**src/rtl/skew_realign_pkg.sv**
```systemverilog
package skew_realign_pkg;
  localparam int unsigned NUM_CH = 3;

  typedef enum logic {
    ST_SEEK = 1'b0,
    ST_LOCK = 1'b1
  } align_state_e;
endpackage

```
**src/rtl/skew_fifo.sv**
```systemverilog
module skew_fifo #(
  parameter int unsigned W     = 11,
  parameter int unsigned DEPTH = 16  // power of two
) (
  input  logic         clk_i,
  input  logic         rst_ni,
  input  logic         push_i,
  input  logic [W-1:0] wdata_i,
  input  logic         pop_i,
  output logic         empty_o,
  output logic [W-1:0] rdata_o
);
  localparam int unsigned AW = $clog2(DEPTH);

  logic [W-1:0]  mem_q [DEPTH];
  logic [AW-1:0] wr_ptr_q, rd_ptr_q;
  logic [AW:0]   cnt_q;
  logic          full, do_push, do_pop;

  assign full    = (cnt_q == (AW+1)'(DEPTH));
  assign empty_o = (cnt_q == '0);
  assign do_push = push_i && !full;  // word dropped when full
  assign do_pop  = pop_i && !empty_o;
  assign rdata_o = mem_q[rd_ptr_q];

  always_ff @(posedge clk_i) begin
    if (do_push) mem_q[wr_ptr_q] <= wdata_i;
  end

  always_ff @(posedge clk_i or negedge rst_ni) begin
    if (!rst_ni) begin
      wr_ptr_q <= '0;
      rd_ptr_q <= '0;
      cnt_q    <= '0;
    end else begin
      if (do_push) wr_ptr_q <= wr_ptr_q + 1'b1;
      if (do_pop)  rd_ptr_q <= rd_ptr_q + 1'b1;
      case ({do_push, do_pop})
        2'b10:   cnt_q <= cnt_q + 1'b1;
        2'b01:   cnt_q <= cnt_q - 1'b1;
        default: cnt_q <= cnt_q;
      endcase
    end
  end

  p_no_underflow_r2: assert property (@(posedge clk_i) disable iff (!rst_ni)
    pop_i |-> !empty_o);
endmodule

```
**src/rtl/skew_lane.sv**
```systemverilog
module skew_lane #(
  parameter int unsigned DATA_W = 10,
  parameter int unsigned DEPTH  = 16
) (
  input  logic              clk_i,
  input  logic              rst_ni,
  input  logic              valid_i,
  input  logic [DATA_W-1:0] data_i,
  input  logic              de_i,
  input  logic              pop_i,
  output logic              avail_o,
  output logic              mark_o,
  output logic [DATA_W-1:0] head_data_o,
  output logic              head_de_o
);
  logic              empty;
  logic [DATA_W:0]   head;
  logic              last_de_q;

  skew_fifo #(.W(DATA_W + 1), .DEPTH(DEPTH)) fifo_i (
    .clk_i   (clk_i),
    .rst_ni  (rst_ni),
    .push_i  (valid_i),
    .wdata_i ({de_i, data_i}),
    .pop_i   (pop_i),
    .empty_o (empty),
    .rdata_o (head)
  );

  assign head_de_o   = head[DATA_W];
  assign head_data_o = head[DATA_W-1:0];
  assign avail_o     = !empty;

  // Reset to 1: a line already active at reset yields no marker
  always_ff @(posedge clk_i or negedge rst_ni) begin
    if (!rst_ni)    last_de_q <= 1'b1;
    else if (pop_i) last_de_q <= head_de_o;
  end

  assign mark_o = avail_o && head_de_o && !last_de_q;
endmodule

```
**src/rtl/skew_align_ctrl.sv**
```systemverilog
module skew_align_ctrl
  import skew_realign_pkg::*;
#(
  parameter int unsigned NCH      = NUM_CH,
  parameter int unsigned SKEW_MAX = 2
) (
  input  logic           clk_i,
  input  logic           rst_ni,
  input  logic [NCH-1:0] avail_i,
  input  logic [NCH-1:0] mark_i,
  output logic [NCH-1:0] pop_o,
  output logic           emit_o,
  output logic           err_o
);
  localparam int unsigned CNT_W = (SKEW_MAX < 1) ? 1 : $clog2(SKEW_MAX + 1);

  align_state_e state_q, state_d;
  logic [CNT_W-1:0] cnt_q, cnt_d;
  logic err_q, err_d;
  logic any_mark, all_mark, all_avail;

  assign any_mark  = |mark_i;
  assign all_mark  = &mark_i;
  assign all_avail = &avail_i;

  always_comb begin
    pop_o   = '0;
    emit_o  = 1'b0;
    err_d   = 1'b0;
    cnt_d   = cnt_q;
    state_d = state_q;
    if (all_mark) begin
      pop_o   = '1;
      emit_o  = 1'b1;
      cnt_d   = '0;
      state_d = ST_LOCK;
    end else if (state_q == ST_LOCK && !any_mark) begin
      if (all_avail) begin
        pop_o  = '1;
        emit_o = 1'b1;
      end
    end else begin
      // hunt: hold marked heads, drop the rest
      for (int k = 0; k < NCH; k++) pop_o[k] = avail_i[k] && !mark_i[k];
      if (state_q == ST_LOCK && |pop_o) begin
        if (cnt_q == CNT_W'(SKEW_MAX)) begin
          err_d   = 1'b1;
          cnt_d   = '0;
          state_d = ST_SEEK;
        end else begin
          cnt_d = cnt_q + 1'b1;
        end
      end
    end
  end

  always_ff @(posedge clk_i or negedge rst_ni) begin
    if (!rst_ni) begin
      state_q <= ST_SEEK;
      cnt_q   <= '0;
      err_q   <= 1'b0;
    end else begin
      state_q <= state_d;
      cnt_q   <= cnt_d;
      err_q   <= err_d;
    end
  end

  assign err_o = err_q;

  p_emit_all_avail_r2: assert property (@(posedge clk_i) disable iff (!rst_ni)
    emit_o |-> all_avail);
  p_err_pulse_r5: assert property (@(posedge clk_i) disable iff (!rst_ni)
    err_q |=> !err_q);
  p_err_from_lock_r5: assert property (@(posedge clk_i) disable iff (!rst_ni)
    err_q |-> (state_q == ST_SEEK && $past(state_q) == ST_LOCK));
endmodule

```
**src/rtl/skew_realign_top.sv**
```systemverilog
module skew_realign_top
  import skew_realign_pkg::*;
#(
  parameter int unsigned DATA_W     = 10,
  parameter int unsigned FIFO_DEPTH = 16,
  parameter int unsigned SKEW_MAX   = 2
) (
  input  logic                  clk_i,
  input  logic                  rst_ni,
  input  logic                  ch0_valid_i,
  input  logic [DATA_W-1:0]     ch0_data_i,
  input  logic                  ch0_de_i,
  input  logic                  ch1_valid_i,
  input  logic [DATA_W-1:0]     ch1_data_i,
  input  logic                  ch1_de_i,
  input  logic                  ch2_valid_i,
  input  logic [DATA_W-1:0]     ch2_data_i,
  input  logic                  ch2_de_i,
  output logic                  valid_o,
  output logic                  de_o,
  output logic [3*DATA_W-1:0]   data_o,
  output logic                  align_err_o
);
  localparam int unsigned NCH   = NUM_CH;
  localparam int unsigned OUT_W = NCH * DATA_W;

  logic [NCH-1:0]    in_valid, in_de;
  logic [DATA_W-1:0] in_data [NCH];
  logic [NCH-1:0]    avail, mark, pop, head_de;
  logic [OUT_W-1:0]  head_bus;
  logic              emit;

  assign in_valid   = {ch2_valid_i, ch1_valid_i, ch0_valid_i};
  assign in_de      = {ch2_de_i, ch1_de_i, ch0_de_i};
  assign in_data[0] = ch0_data_i;
  assign in_data[1] = ch1_data_i;
  assign in_data[2] = ch2_data_i;

  for (genvar g = 0; g < NCH; g++) begin : g_lane
    skew_lane #(.DATA_W(DATA_W), .DEPTH(FIFO_DEPTH)) lane_i (
      .clk_i       (clk_i),
      .rst_ni      (rst_ni),
      .valid_i     (in_valid[g]),
      .data_i      (in_data[g]),
      .de_i        (in_de[g]),
      .pop_i       (pop[g]),
      .avail_o     (avail[g]),
      .mark_o      (mark[g]),
      .head_data_o (head_bus[g*DATA_W +: DATA_W]),
      .head_de_o   (head_de[g])
    );
  end

  skew_align_ctrl #(.NCH(NCH), .SKEW_MAX(SKEW_MAX)) ctrl_i (
    .clk_i   (clk_i),
    .rst_ni  (rst_ni),
    .avail_i (avail),
    .mark_i  (mark),
    .pop_o   (pop),
    .emit_o  (emit),
    .err_o   (align_err_o)
  );

  logic             valid_q, de_q;
  logic [OUT_W-1:0] data_q;

  always_ff @(posedge clk_i or negedge rst_ni) begin
    if (!rst_ni) begin
      valid_q <= 1'b0;
      de_q    <= 1'b0;
      data_q  <= '0;
    end else begin
      valid_q <= emit;
      de_q    <= emit && (&head_de);
      if (emit) data_q <= head_bus;
    end
  end

  assign valid_o = valid_q;
  assign de_o    = de_q;
  assign data_o  = data_q;
endmodule

```
**config.mk**
```make
export PLATFORM = sky130hd
export DESIGN_NAME = skew_realign_top
export DESIGN_NICKNAME = d
export VERILOG_FILES = /design/src/rtl/skew_realign_pkg.sv /design/src/rtl/skew_fifo.sv /design/src/rtl/skew_lane.sv /design/src/rtl/skew_align_ctrl.sv /design/src/rtl/skew_realign_top.sv
export SDC_FILE = /design/constraint.sdc
export NUM_CORES = 1
export LEC_CHECK = 0
export BUFFER_PORTS_ARGS = -buffer_cell sky130_fd_sc_hd__buf_2
export CAP_MARGIN = 0
export CORE_AREA = 2 2 189 238
export DETAILED_ROUTE_END_ITERATION = 8
export DIE_AREA = 0 0 191 240
export HOLD_SLACK_MARGIN = 0.08
export PLACE_DENSITY = 0.73
export SYNTH_ARGS = -nofsm -noshare
export SYNTH_HDL_FRONTEND = slang
export SYNTH_SLANG_ARGS = --single-unit
```
**constraint.sdc**
```tcl
create_clock -name clk_i -period 3.66 [get_ports clk_i]
set_input_delay 0.549 -clock clk_i [delete_from_list [all_inputs] [get_ports clk_i]]
set_output_delay 0.549 -clock clk_i [all_outputs]
set_load 0.1 [all_outputs]
```
---- Yosys cells after proc, flatten, opt, wreduce, memory -nomap -nowiden ----
Memory sizes are Yosys's and may differ from the RTL's.
Cells that the tools add are included.
storage, ports and cells
  memories ................................ 3
  logic and storage cells ................. 118
  output and inout port bits .............. 33
  input bits .............................. 38
  memory bits (writable) .................. 528
  flip-flop bits (word level) ............. 78
operators by class
  reductions and logical operators ........ 46
  $add $sub $neg .......................... 13
  multiplexer cells ....................... 27
  eq/ne operators ......................... 11
memory list
  memory                         words  width  read ports  clocked after Yosys merged registers in  write ports  line             source
  g_lane[0].lane_i.fifo_i.mem_q  16     11     1           0                                        1            skew_fifo.sv:15  logic [W-1:0] mem_q [DEPTH];
  g_lane[1].lane_i.fifo_i.mem_q  16     11     1           0                                        1            skew_fifo.sv:15
  g_lane[2].lane_i.fifo_i.mem_q  16     11     1           0                                        1            skew_fifo.sv:15
operator list
  kind                   number
  $pmux W5 S2            3
  $add A4 B1 Y4 const B  6
  $logic_and A1 B1 Y1    18
  $mux W1                17
  $add A5 B1 Y5 const B  3
  $eq A5 B5 Y1 const B   3
  $logic_not A5 Y1       3
  $sub A5 B1 Y5 const B  3
  $logic_not A1 Y1       13
  $reduce_and A3 Y1      4
  $reduce_bool A2 Y1     5
  $mux W3                3
  $eq A2 B2 Y1 const B   4
  $mux W2                4
  $eq A2 B1 Y1 const B   3
  $reduce_or A3 Y1       2
  $add A2 B1 Y2 const B  1
  $ne A2 B1 Y1 const B   1
  $reduce_and A2 Y1      1

---- Longest topological paths before layout ----
Gate-level depths: netlist of the first run.
  depth in word-level cells ............... 12
  mapped depth ............................ 20
  gate-level depth less buffers ........... 18

---- Modules after synthesis ----
Synthesis of the first run repeated with hierarchy kept, for this count alone.
unflattened totals
  cells, all modules ...................... 1,361
  area, all modules ....................... 24,507.3 µm²
by module, submodules not included
  module                                    sequential area each (µm²)  instances  cells each  area each (µm²)
  skew_fifo at g_lane[1].lane_i.fifo_i ...  5,610.4                     2          418         7,647.3
  skew_fifo at g_lane[0].lane_i.fifo_i      5,610.4                     1          420         7,596.0
  skew_realign_top                          800.8                       1          66          1,181.1
  skew_align_ctrl                           100.1                       1          27          277.8
  skew_lane                                 26.3                        3          4           52.6

---- Worst setup path before layout of the first run ----
OpenSTA, ideal clock, no wires.
  kind .................................... register -> register
  start ................................... register g_lane[2].lane_i.fifo_i.rd_ptr_q[0]
  end ..................................... register g_lane[1].lane_i.fifo_i.cnt_q[4]
  path buffers ............................ 2
  library setup time ...................... 123 ps
  data arrival time ....................... 3,392 ps
  required time ........................... 3,537 ps
  setup slack ............................. 146 ps
  cell stages (with the launch flop) ...... 19
  period minus slack after synthesis ...... 3,514 ps
  cells stage by stage .................... dfrtp_1 > buf_6 > buf_12 > mux2i_1 > mux4_2 > o22a_2 > nand3_1 > nor2_1 > nor2_2 > inv_2 > nor2_1 > inv_1 > ha_1 > fa_1 > a21o_1 > a21oi_1 > xor2_1 > nor2_1 > xnor2_1
between the ends
  longest elaborated chain between the ends .. 11
  elaborated cells between the ends (all ways) .. 14
  classes of those cells .................. eq/ne: 2; mux: 3; reduce/logical: 8; memory: 1
RTL lines
  what                                               line                   source
  from (decl)                                        skew_fifo.sv:16        logic [AW-1:0] wr_ptr_q, rd_ptr_q;
  from (signal assigned)                             skew_fifo.sv:37        if (do_pop) rd_ptr_q <= rd_ptr_q + 1'b1;
  $mem_v2 Z16 W11 *                                  -
  $logic_and A1 B1 Y1 * (2 in a row)                 skew_lane.sv:40        assign mark_o = avail_o && head_de_o && !last_de_q;
  $reduce_or A3 Y1                                   skew_align_ctrl.sv:22  assign any_mark = |mark_i;
  $logic_not A1 Y1                                   skew_align_ctrl.sv:37  end else if (state_q == ST_LOCK && !any_mark) begin
  $logic_and A1 B1 Y1                                skew_align_ctrl.sv:37
  $mux W3                                            skew_align_ctrl.sv:37
  $mux W3 *                                          skew_align_ctrl.sv:32  if (all_mark) begin
  $logic_and A1 B1 Y1 *                              skew_fifo.sv:23        assign do_pop = pop_i && !empty_o;
  named net g_lane[1].lane_i.fifo_i.do_pop           skew_fifo.sv:18        logic full, do_push, do_pop;
  $eq A2 B1 Y1 or $eq A2 B2 Y1 (tied branches)       skew_fifo.sv:38        case ({do_push, do_pop})
  $pmux W5 S2 or $reduce_bool A2 Y1 (tied branches)  -
  to (signal assigned)                               skew_fifo.sv:39        2'b10: cnt_q <= cnt_q + 1'b1;
  to (signal assigned)                               skew_fifo.sv:40        2'b01: cnt_q <= cnt_q - 1'b1;
  to (signal assigned)                               skew_fifo.sv:41        default: cnt_q <= cnt_q;
  to (decl)                                          skew_fifo.sv:17        logic [AW:0] cnt_q;
Mark *: on every way through the listed nets, which the timed path passes. The rest lies on a longest branch.
A chain may end at the register's enable or synchronous reset.

---- Worst setup path in the final report of the first run ----
  start ................................... register g_lane[2].lane_i.fifo_i.rd_ptr_q[0]
  end ..................................... register g_lane[0].lane_i.fifo_i.cnt_q[4]
between the ends
  longest elaborated chain between the ends .. 11
  elaborated cells between the ends (all ways) .. 14
  classes of those cells .................. eq/ne: 2; mux: 3; reduce/logical: 8; memory: 1
RTL lines
  what                                               line
  $mem_v2 Z16 W11 *                                  -
  $logic_and A1 B1 Y1 * (2 in a row)                 skew_lane.sv:40
  $reduce_or A3 Y1                                   skew_align_ctrl.sv:22
  $logic_not A1 Y1                                   skew_align_ctrl.sv:37
  $logic_and A1 B1 Y1                                skew_align_ctrl.sv:37
  $mux W3                                            skew_align_ctrl.sv:37
  $mux W3 *                                          skew_align_ctrl.sv:32
  $logic_and A1 B1 Y1 *                              skew_fifo.sv:23
  named net g_lane[0].lane_i.fifo_i.do_pop           skew_fifo.sv:18
  $eq A2 B1 Y1 or $eq A2 B2 Y1 (tied branches)       skew_fifo.sv:38
  $pmux W5 S2 or $reduce_bool A2 Y1 (tied branches)  -
  to (signal assigned)                               skew_fifo.sv:39
  to (signal assigned)                               skew_fifo.sv:40
  to (signal assigned)                               skew_fifo.sv:41
  to (decl)                                          skew_fifo.sv:17
Marked as above.

==> results_dict.tcl, run 1 <==
set metrics [dict create \
    cp.buffers_inverters 4 \
    fin_hold_ws_ns 0.03800 \
    fp.dieH_um 240 \
    nNetsFinal 1387 \
    syn-num-nets 1222 \
    finalSetupViolations 0 \
    yosys_warnings 0 \
    yosysSeqAreaShare_pct 73.78 \
    final-hold-violation-count 0 \
    wire_per_inst_um 24.24 \
    final_cell_mix "528 x edfxtp_1, 152 x mux4_2, 91 x buf_4" \
    cts_root_buffer "clkbuf_16" \
    ant_nets 0 \
    netlist_area_mm2 0.02414 \
    path_cells "buf_4, mux2i_1, mux4_2, o22a_4, and4_4, a21oi_2, nor2_4, inv_1, ha_2, inv_2, fa_1, inv_1, a21o_1, a21oi_1, xnor2_1, nor2_1, xnor2_1" \
    critPathRequiredTime_ns 4.18 \
    antennaDiodeCount 0 \
    finalInstanceArea_mm2 0.02759 \
    hpwl_um 29460 \
    grt_pass1_wl_um 72020 \
    crit_family "compound AO/OA/AOI/OAI gates" \
    cp_max_fo 7 \
    startpoint "g_lane[2].lane_i.fifo_i.rd_ptr_q[0]" \
    areaGrowthSynthToFinish_pct 14.29 \
    synth_cell_types 53 \
    gp_congestion 0.7680 \
    hold_buffers 0 \
    via_count 11430 \
    drt_iter0_markers 877 \
    rr_startpoint "g_lane[2].lane_i.fifo_i.rd_ptr_q[0]" \
    p_per_area_mw_per_mm2 882.8 \
    yosysTopAreaCell "edfxtp_1" \
    final_max_slew_viol_count 0 \
    cts_tree "built" \
    timing.fmax_ghz 0.2882 \
    place_area_mm2 0.02557 \
    pre_cts_slack_ns 0.04163 \
    outcome "finished clean" \
    instances_no_fill 1938 \
    grt_max_degree 63 \
    worstSetupPathType "reg -> reg" \
    hp-class "in -> async" \
    worst_path_max_delay_cell "dfrtp_4" \
    core_area_mm2 0.04358 \
    n_fill_cell 2930 \
    cts_made_buffers 56 \
    firstDrtPassIters 5 \
    setup_slack_ns 0.1901 \
    relSlewSlack_pct 37.28 \
    io_buffers 70 \
    r2r-end "g_lane[0].lane_i.fifo_i.cnt_q[4]" \
    via_per_inst 5.900 \
    clkSlewWorstSetupHoldPaths_ns 0.07 \
    wl_um 46970 \
    fp.dieW_um 191 \
    clk_latency_ns 0.62 \
    drc 0 \
    netlist_instances 1154 \
    async_reset_ff_share_pct 12.87 \
    final_common_cell "edfxtp_1" \
    cts.sinks 606 \
    netlist.area_leader.share_pct 65.68 \
    setup_tns_ns 0 \
    antenna_found_initial 3 \
    max-vdd-ir-drop_mv 0.6745 \
    avgSynthCellArea_um2 20.92 \
    ff2ff_setup_slack_ns 0.19 \
    synthFlopType "edfxtp_1" \
    track_usage_pct 21.34 \
    min_period_ns 3.470 \
    num_rows 86 \
    cts_max_path_buffers 3 \
    min_period_over_period_pct 94.81 \
    num_io_pins 71 \
    grt_remaining_overflow 0 \
    reg2regPathDepth 17 \
    critical_path.max_stage_delay_ns 0.53 \
    htreeDepth 2 \
    tightestPinTransition_ns 0.9408 \
    place_inst 1823 \
    design.die.area_mm2 0.04584 \
    start_util_pct 55.39 \
    skew_ns 0.02383 \
    ys_seq_elements 606 \
    cp-end-kind "register" \
    synth_edf_count 528 \
    grt_pass1_vias 12020 \
    arrival_ns 3.99 \
    startpoint_type "register" \
    leakagePower_nw 9.554 \
    ys_top_cells_by_area "edfxtp_1 66%, mux4_2 14%, dfrtp_1 7.8%" \
    drive_above_1_share_pct 35.43 \
    max_cap_violations 0 \
]
## worst max path at each step
stage	endpoint	slack, ns	cells after the start
2_1_floorplan	g_lane[1].lane_i.fifo_i.cnt_q[4]	0.15	18
3_3_place_gp	g_lane[1].lane_i.fifo_i.cnt_q[4]	0.17	16
3_5_place_dp	g_lane[1].lane_i.fifo_i.cnt_q[4]	0.04	16
4_1_cts	g_lane[1].lane_i.fifo_i.cnt_q[4]	0.01	16
5_1_grt	g_lane[1].lane_i.fifo_i.cnt_q[4]	-0.02	17
6_report	g_lane[0].lane_i.fifo_i.cnt_q[4]	0.19	17
## layout make-up
cell class / instances / area [um^2] / share of cell area (%)
tap: 572 / 715.7 / 2.594
clock buffer: 68 / 1478 / 5.356
inverter: 28 / 107.6 / 0.3900
multi-input combinational: 467 / 6043 / 21.90
clock inverter: 37 / 395.4 / 1.433
timing repair buffer: 160 / 1028 / 3.728
sequential: 606 / 17820 / 64.60
## Yosys cell counts (all sizes together) (4+ instances only)
library cell and instances:
nand3 9, nor2 51, nor3 12, nand2 35, xor2 6, a21oi 10
a21o 6, nand4 5, inv 28, o21ai 15, nand2b 8, ha 27
xnor2 27, mux2i 21, and2 4, mux4 152, edfxtp 528, a21boi 5
buf 31, dfrtp 75, clkbuf 22, a221oi 4, mux2 42
## stage by stage
step	utilization [%]	power, mW
floorplan	-	16.25
global placement	58.66	18.08
detailed placement	58.66	18.31
CTS	62.96	24.25
global route	63.31	25.52
finish	63.31	24.36
## state kept, by name, indices dropped and copies added (netlist names)
signal	cells
ctrl_i.state_q	1
valid_o	1
data_o	30
g_lane.lane_i.fifo_i.wr_ptr_q	12
g_lane.lane_i.fifo_i.rd_ptr_q	12
g_lane.lane_i.fifo_i.mem_q	528
ctrl_i.cnt_q	2
ctrl_i.err_o	1
g_lane.lane_i.fifo_i.cnt_q	15
de_o	1
g_lane.lane_i.last_de_q	3
## kinds of logic after synthesis
kind of cell / count (synthesis) / share of synthesized area (%)
AOI/OAI and AO/OA: 53 / 1.560
xor gates and xnor gates: 33 / 1.197
adders and majority gates: 30 / 1.648
buffers and inverters: 81 / 1.726
DFF: 606 / 73.78
muxes: 215 / 17.46
and+or+nand+nor: 136 / 2.628
## power breakdown
part	internal (mW)	switching, mW
combinational	4.10	5.13
clock	3.39	2.50
sequential	8.63	0.604
total	16.1	8.23
## routing by layer
| layer | global-route usage (%) | part of all wire [%] | vias to the layer above |
|---|---|---|---|
| li1 | - | - | 4989 |
| met1 | 28.24 | 40 | 5999 |
| met2 | 36.67 | 52 | 365 |
| met3 | 3.299 | 5.5 | 77 |
| met4 | 6.671 | 2.4 | 4 |
| met5 | 0 | 0.057 | - |
## worst reg2reg max path, cell delays in order (launching register included)
cell and delay, ns:
dfrtp_4 0.53, buf_4 0.18, mux2i_1 0.11, mux4_2 0.47, o22a_4 0.24, and4_4 0.23
a21oi_2 0.21, nor2_4 0.07, inv_1 0.06, ha_2 0.21, inv_2 0.06, fa_1 0.40
inv_1 0.07, a21o_1 0.10, a21oi_1 0.08, xnor2_1 0.12, nor2_1 0.11, xnor2_1 0.14
## what timing repair did
action / CTS / global route
setup endpoints to repair: 0 / 7
gates resized for setup: 0 / 24
buffers inserted: 0 / 10
Note: power is estimated with default switching activity, not from simulation.
==> inputs of run 2 (changes only) <==
--- a/config.mk
+++ b/config.mk
@@ -5,11 +5,12 @@
 export SDC_FILE = /design/constraint.sdc
 export NUM_CORES = 1
 export LEC_CHECK = 0
+export ABC_AREA = 1
 export BUFFER_PORTS_ARGS = -buffer_cell sky130_fd_sc_hd__buf_2
 export CAP_MARGIN = 0
-export CORE_AREA = 2 2 189 238
+export CORE_AREA = 2 2 192 241
 export DETAILED_ROUTE_END_ITERATION = 8
-export DIE_AREA = 0 0 191 240
+export DIE_AREA = 0 0 194 243
 export HOLD_SLACK_MARGIN = 0.08
 export PLACE_DENSITY = 0.73
 export SYNTH_ARGS = -nofsm -noshare
==> run 2 against run 1 <==
  * Total power up 2.5%
  * Cell count up 41%
  * Combinational power up 5.7%
  * Synthesized cell count up 73%
  * Via count up 42%
  * Wire length up 23%
  * Setup slack better by 0.096 ns
  * Synthesized area up 2.8%
  * Clock skew up 0.015 ns
  * Highest routed layer unchanged
==> results_dict.tcl, run 2 <==
set metrics [dict create \
    outcome "finished clean" \
    worstSetupPathType "reg -> reg" \
    via_count 16260 \
    skew_ns 0.03880 \
    tightestPinTransition_ns 0.9436 \
    design.die.area_mm2 0.04714 \
    cts_made_buffers 56 \
    clkSlewWorstSetupHoldPaths_ns 0.07 \
    start_util_pct 55.35 \
    netlist_area_mm2 0.02483 \
    postLayoutCoreUtil_pct 62.40 \
    setup_slack_ns 0.2865 \
    startpoint_type "register" \
    track_usage_pct 24.34 \
    netlist_instances 2002 \
    cp_max_fo 9 \
    largest_reg_flops 528 \
    wire_per_inst_um 21.12 \
    clk_latency_ns 0.64 \
    wl_um 57650 \
    cts_max_path_buffers 3 \
    setup_tns_ns 0 \
    antenna_found_initial 2 \
    final_common_cell "edfxtp_1" \
    io_buffers 70 \
    synth-xor-area-share_pct 0.7409 \
    gp_congestion 0.8485 \
    critPathRequiredTime_ns 4.17 \
    areaGrowthSynthToFinish_pct 12.74 \
    async_reset_ff_share_pct 12.87 \
    synthFlopType "edfxtp_1" \
    firstDrtPassIters 5 \
    synth_top_family_by_area "simple AND/OR/NAND/NOR gates" \
    cts.sinks 606 \
    max_cap_violations 0 \
    yosysSeqAreaShare_pct 71.75 \
    yosysMostFrequentCell "edfxtp_1" \
    syn-num-nets 2070 \
    grt_pass1_wl_um 88820 \
    ys_seq_elements 606 \
    synth_commonest_cells "528 x edfxtp_1, 317 x nor2_1, 277 x nand2_1" \
    timing.fmax_ghz 0.2964 \
    netlist.area_leader.share_pct 63.87 \
    p_per_area_mw_per_mm2 892.2 \
    num_io_pins 71 \
    ff2ff_setup_slack_ns 0.29 \
    relSlewSlack_pct 37.03 \
    arrival_ns 3.89 \
    path_cells "clkinvlp_4, nor2_1, o21ai_0, nand3_1, nand2_1, nand2_2, nand3_4, nand3_4, nor2_4, nor2_8, nand2_4, ha_1, fa_1, a21o_1, a21oi_1, inv_1, a21oi_1, o21ai_0, xor2_1" \
    drc 0 \
    min_period_ns 3.373 \
    cts_root_buffer "clkbuf_16" \
    avgSynthCellArea_um2 12.40 \
    synth-simple-area-share_pct 12.02 \
    power_mw 24.97 \
    nNetsFinal 2174 \
    synth_fa_ha_area_share_pct 1.603 \
    core_area_mm2 0.04485 \
    fp.dieW_um 194 \
    critical_path.max_stage_delay_ns 0.53 \
    muxShareOfSynthArea_pct 0 \
    synth_compound_area_share_pct 10.41 \
    grt_pass1_vias 16190 \
    htreeDepth 2 \
    hpwl_um 34780 \
    yosys_warnings 0 \
    final-hold-violation-count 0 \
    finalSetupViolations 0 \
    min_period_over_period_pct 92.17 \
    hp-class "in -> reg" \
    grt_max_degree 64 \
    top_register "g_lane.lane_i.fifo_i.mem_q" \
    final_cell_mix "528 x edfxtp_1, 314 x nor2_1, 277 x nand2_1" \
    drive_above_1_share_pct 13.99 \
    pre_cts_slack_ns 0.1969 \
    cp-end-kind "register" \
    final_max_slew_viol_count 0 \
    ant_nets 0 \
    yosysTopAreaCell "edfxtp_1" \
    via_per_inst 5.954 \
    leakagePower_nw 10.34 \
    synth_edf_count 528 \
    max-vdd-ir-drop_mv 0.8238 \
    synth_cell_types 45 \
    num_rows 87 \
    worst_path_max_delay_cell "dfrtp_1" \
    fin_hold_ws_ns 0.2894 \
    rsz0062_at_grt "no" \
    drt_iter0_markers 1403 \
    fp.dieH_um 243 \
    cts_tree "built" \
    ys_top_cells_by_area "edfxtp_1 64%, dfrtp_1 7.6%, o21ai_0 5.3%" \
    grt_remaining_overflow 0 \
    antennaDiodeCount 0 \
]
## run 2: path summary, 6_finish.rpt
kind | from | end | depth (start not counted)
max | g_lane[0].lane_i.fifo_i.rd_ptr_q[1] | g_lane[1].lane_i.fifo_i.cnt_q[4] | 19
min | ch1_data_i[2] | g_lane[1].lane_i.fifo_i.mem_q[9][2] | 1
max reg2reg | g_lane[0].lane_i.fifo_i.rd_ptr_q[1] | g_lane[1].lane_i.fifo_i.cnt_q[4] | 19
min reg2reg | data_o[5] | data_o[5] | 2
max in group asynchronous | rst_ni | data_o[24] | 3
min in group asynchronous | rst_ni | data_o[2] | 2
## run 2: metal layers
metal  up-vias  global-route usage, %  wire, um
li1       7395                      -         -
met1      7954                  30.47     21860
met2       737                  42.08     29490
met3       167                  3.724      4038
met4         2                  10.76      2248
met5         -                      0        13
## run 2: final cells by class
type	count	area [um^2]
Clock buffer	72	1491
Clock inverter	32	437.9
Fill cell	3324	16860
Inverter	90	359.1
Multi-Input combinational cell	1196	6156
Sequential cell	606	17810
Tap cell	578	723.2
Timing Repair Buffer	156	1005
## run 2: per-stage QoR
stage / cells / instance area (um^2)
2_1_floorplan: 2002 / 24830
3_5_place_dp: 2621 / 26000
3_3_place_gp: 2621 / 26000
5_1_grt: 2730 / 27990
4_1_cts: 2726 / 27940
6_report: 2730 / 27990
## run 2: where the power goes
group | internal (mW) | total, mW | switching (mW)
registers | 8.59 | 9.14 | 0.543
clock network | 3.53 | 6.08 | 2.55
logic | 2.79 | 9.75 | 6.96
total | 14.9 | 25.0 | 10.1
## run 2: critical path, delay by kind of cell, from the launching register on
family	cells	cell delay (ns)
xor gates and xnor gates	1	0.16
adders and majority gates	2	0.71
DFF	1	0.53
and+or+nand+nor	9	0.95
buffers and inverters	2	0.25
AOI/OAI and AO/OA	5	0.65
## run 2: cells by family (layout without fill, tap and decap cells)
logic type	after synthesis	count (layout)
xor+xnor	21	21
simple gates	711	711
fa+ha+maj	30	30
compound gates	434	434
flops	606	606
buf+inv	200	350
## run 2: repair_timing
item / CTS / global route
endpoints found under the setup margin: 0 / 3
resized for setup: 0 / 6
hold endpoints to repair: 59 / 0
hold buffers: 1 / 0
buffers inserted: 0 / 4
==> inputs of run 3 (changes only) <==
--- a/config.mk
+++ b/config.mk
@@ -12,7 +12,7 @@
 export DETAILED_ROUTE_END_ITERATION = 8
 export DIE_AREA = 0 0 194 243
 export HOLD_SLACK_MARGIN = 0.08
-export PLACE_DENSITY = 0.73
+export PLACE_DENSITY = 0.75
 export SYNTH_ARGS = -nofsm -noshare
 export SYNTH_HDL_FRONTEND = slang
 export SYNTH_SLANG_ARGS = --single-unit
==> run 3 against run 2 <==
  * Via count is 1.2% higher
  * Setup slack got worse by 0.089 ns
  * Flip-flop and latch count unchanged
  * Sequential power barely moved
  * Fmax fell by 2.6%
  * Total power fell by 0.30%
  * Core utilization decreased by 0.16 points
  * Largest cell class unchanged
  * Highest routed layer unchanged
==> results_dict.tcl, run 3 (synthesis gave the netlist of run 2 again) <==
set metrics [dict create \
    hpwl_um 35300 \
    top_register "g_lane.lane_i.fifo_i.mem_q" \
    htreeDepth 2 \
    startpoint_type "register" \
    grt_remaining_overflow 0 \
    drive_above_1_share_pct 14.70 \
    design.die.area_mm2 0.04714 \
    drt_iter0_markers 1534 \
    largest_reg_flops 528 \
    tightestPinTransition_ns 1.099 \
    rr_startpoint "g_lane[0].lane_i.fifo_i.rd_ptr_q[0]" \
    wire_per_inst_um 21.65 \
    num_io_pins 71 \
    via_count 16460 \
    antenna_found_initial 3 \
    fp.dieH_um 243 \
    critPathRequiredTime_ns 4.15 \
    final_cell_mix "528 x edfxtp_1, 308 x nor2_1, 277 x nand2_1" \
    num_rows 87 \
    cts_root_buffer "clkbuf_16" \
    reg2regPathDepth 20 \
    p_per_area_mw_per_mm2 891.8 \
    areaGrowthSynthToFinish_pct 12.45 \
    grt_pass1_wl_um 91160 \
    cp-end-kind "register" \
    drc 0 \
    wl_um 59080 \
    clk_latency_ns 0.63 \
    min_period_over_period_pct 94.61 \
    skew_ns 0.02938 \
    regArea_mm2 0.01782 \
    fp.dieW_um 194 \
    timing.critical_path.mode_cell "nand2_1" \
    cp-endpoint "g_lane[1].lane_i.fifo_i.cnt_q[4]" \
    start_util_pct 55.35 \
    via_per_inst 6.031 \
    n_fill_cell 3312 \
    track_usage_pct 24.88 \
    arrival_ns 3.95 \
    max-vdd-ir-drop_mv 0.7705 \
    io_buffers 70 \
    nNetsFinal 2171 \
    ant_nets 0 \
    crit_family "simple AND/OR/NAND/NOR gates" \
    critical_path.max_stage_delay_ns 0.50 \
    clkSlewWorstSetupHoldPaths_ns 0.07 \
    final-hold-violation-count 0 \
    worstSetupPathType "reg -> reg" \
    core_area_mm2 0.04485 \
    cts_max_path_buffers 3 \
    worst_path_max_delay_cell "dfrtp_2" \
    multi_input_area_mm2 0.006176 \
    cts.sinks 606 \
    fin_hold_ws_ns 0.2876 \
    cp_max_fo 13 \
    final_max_slew_viol_count 0 \
    setup_slack_ns 0.1973 \
    max_cap_violations 0 \
    r2r-end "g_lane[1].lane_i.fifo_i.cnt_q[4]" \
    outcome "finished clean" \
    timing.fmax_ghz 0.2888 \
    leakagePower_nw 10.34 \
    gp_congestion 0.8404 \
    path_cells "inv_4, nand2_1, nand3_1, nand2_1, nor2_1, nand2_1, nand2_2, nand3_4, nand3_4, nor2_4, nor2_8, nand2_4, ha_1, fa_1, a21o_1, a21oi_1, inv_1, a21oi_1, o21ai_1, xor2_1" \
    startpoint "g_lane[0].lane_i.fifo_i.rd_ptr_q[0]" \
    finalSetupViolations 0 \
    hp-class "in -> reg" \
    grt_pass1_vias 16540 \
    min_period_ns 3.463 \
    final_common_cell "edfxtp_1" \
    grt_max_degree 82 \
    relSlewSlack_pct 26.63 \
    firstDrtPassIters 8 \
    cts_tree "built" \
    ff2ff_setup_slack_ns 0.20 \
    cp.buffers_inverters 2 \
    crit_cells 20 \
    cts_made_buffers 54 \
    pre_cts_slack_ns 0.2808 \
]
[run 3: changes by cell type in the layout (fill, tap and decap cells not counted), sizes merged]
cell	before	now
clkinv	17	26
bufinv	9	6
diode	0	2
clkinvlp	6	3
buf	155	154
inv	90	91
clkbuf	72	66
[run 3: worst min-delay path: stages]
cell,delay [ns]
buf_2,0.10
nand2_1,0.14
xor2_1,0.08
[run 3: per-layer routing]
layer | global-route usage (%) | vias up | share of wire [%]
met5 | 0 | - | 0.019
met4 | 10.38 | 2 | 3.7
met3 | 3.696 | 162 | 7.0
met2 | 43.79 | 758 | 52
met1 | 30.76 | 8147 | 37
li1 | - | 7389 | -
[run 3: final cells by class]
| class | instances | share of cell area, % |
|---|---|---|
| flip-flops and latches | 606 | 63.83 |
| clock inverters | 36 | 1.416 |
| repair buffers | 155 | 3.559 |
| clock buffers | 66 | 5.217 |
| diodes | 2 | 0.01793 |
| well taps | 578 | 2.591 |
| inverters | 90 | 1.246 |
| multi-input cells | 1196 | 22.12 |
[run 3: repair_timing]
| action | CTS | global route |
|---|---|---|
| hold buffers | 1 | 0 |
| hold endpoints to repair | 41 | 0 |
| setup buffers | 0 | 5 |
| resized for setup | 0 | 5 |
| endpoints found under the setup margin | 0 | 1 |
[run 3: how the worst min path moves through the flow]
stage	from	to	slack, ns	cells after the start
2_1_floorplan	rst_ni	ctrl_i.cnt_q[0]	0.25	0
5_1_grt	ch0_de_i	g_lane[0].lane_i.fifo_i.mem_q[1][10]	0.28	1
4_1_cts	ch2_data_i[7]	g_lane[2].lane_i.fifo_i.mem_q[12][7]	0.26	1
3_5_place_dp	data_o[17]	data_o[17]	0.46	2
6_report	ch2_valid_i	g_lane[2].lane_i.fifo_i.wr_ptr_q[0]	0.29	3
3_3_place_gp	data_o[19]	data_o[19]	0.46	2
[run 3: report_power, final]
part / switching, mW / leakage [nW] / internal, mW
clock network: 2.57 / 0.916 / 3.29
registers: 0.552 / 5.72 / 8.60
logic: 7.08 / 3.71 / 2.81
total: 10.2 / 10.3 / 14.7
[run 3: stage by stage]
step                area (um^2)  total power, mW    TNS, ns  util (%)  cells
floorplan                 24830            16.31          0         -   2002
global placement          26000            18.52          0     57.97   2619
detailed placement        26000            18.92          0     57.97   2619
CTS                       27860            24.82          0     62.12   2722
global route              27920            26.22  -0.005383     62.24   2729
finish                    27920            24.90          0     62.24   2729
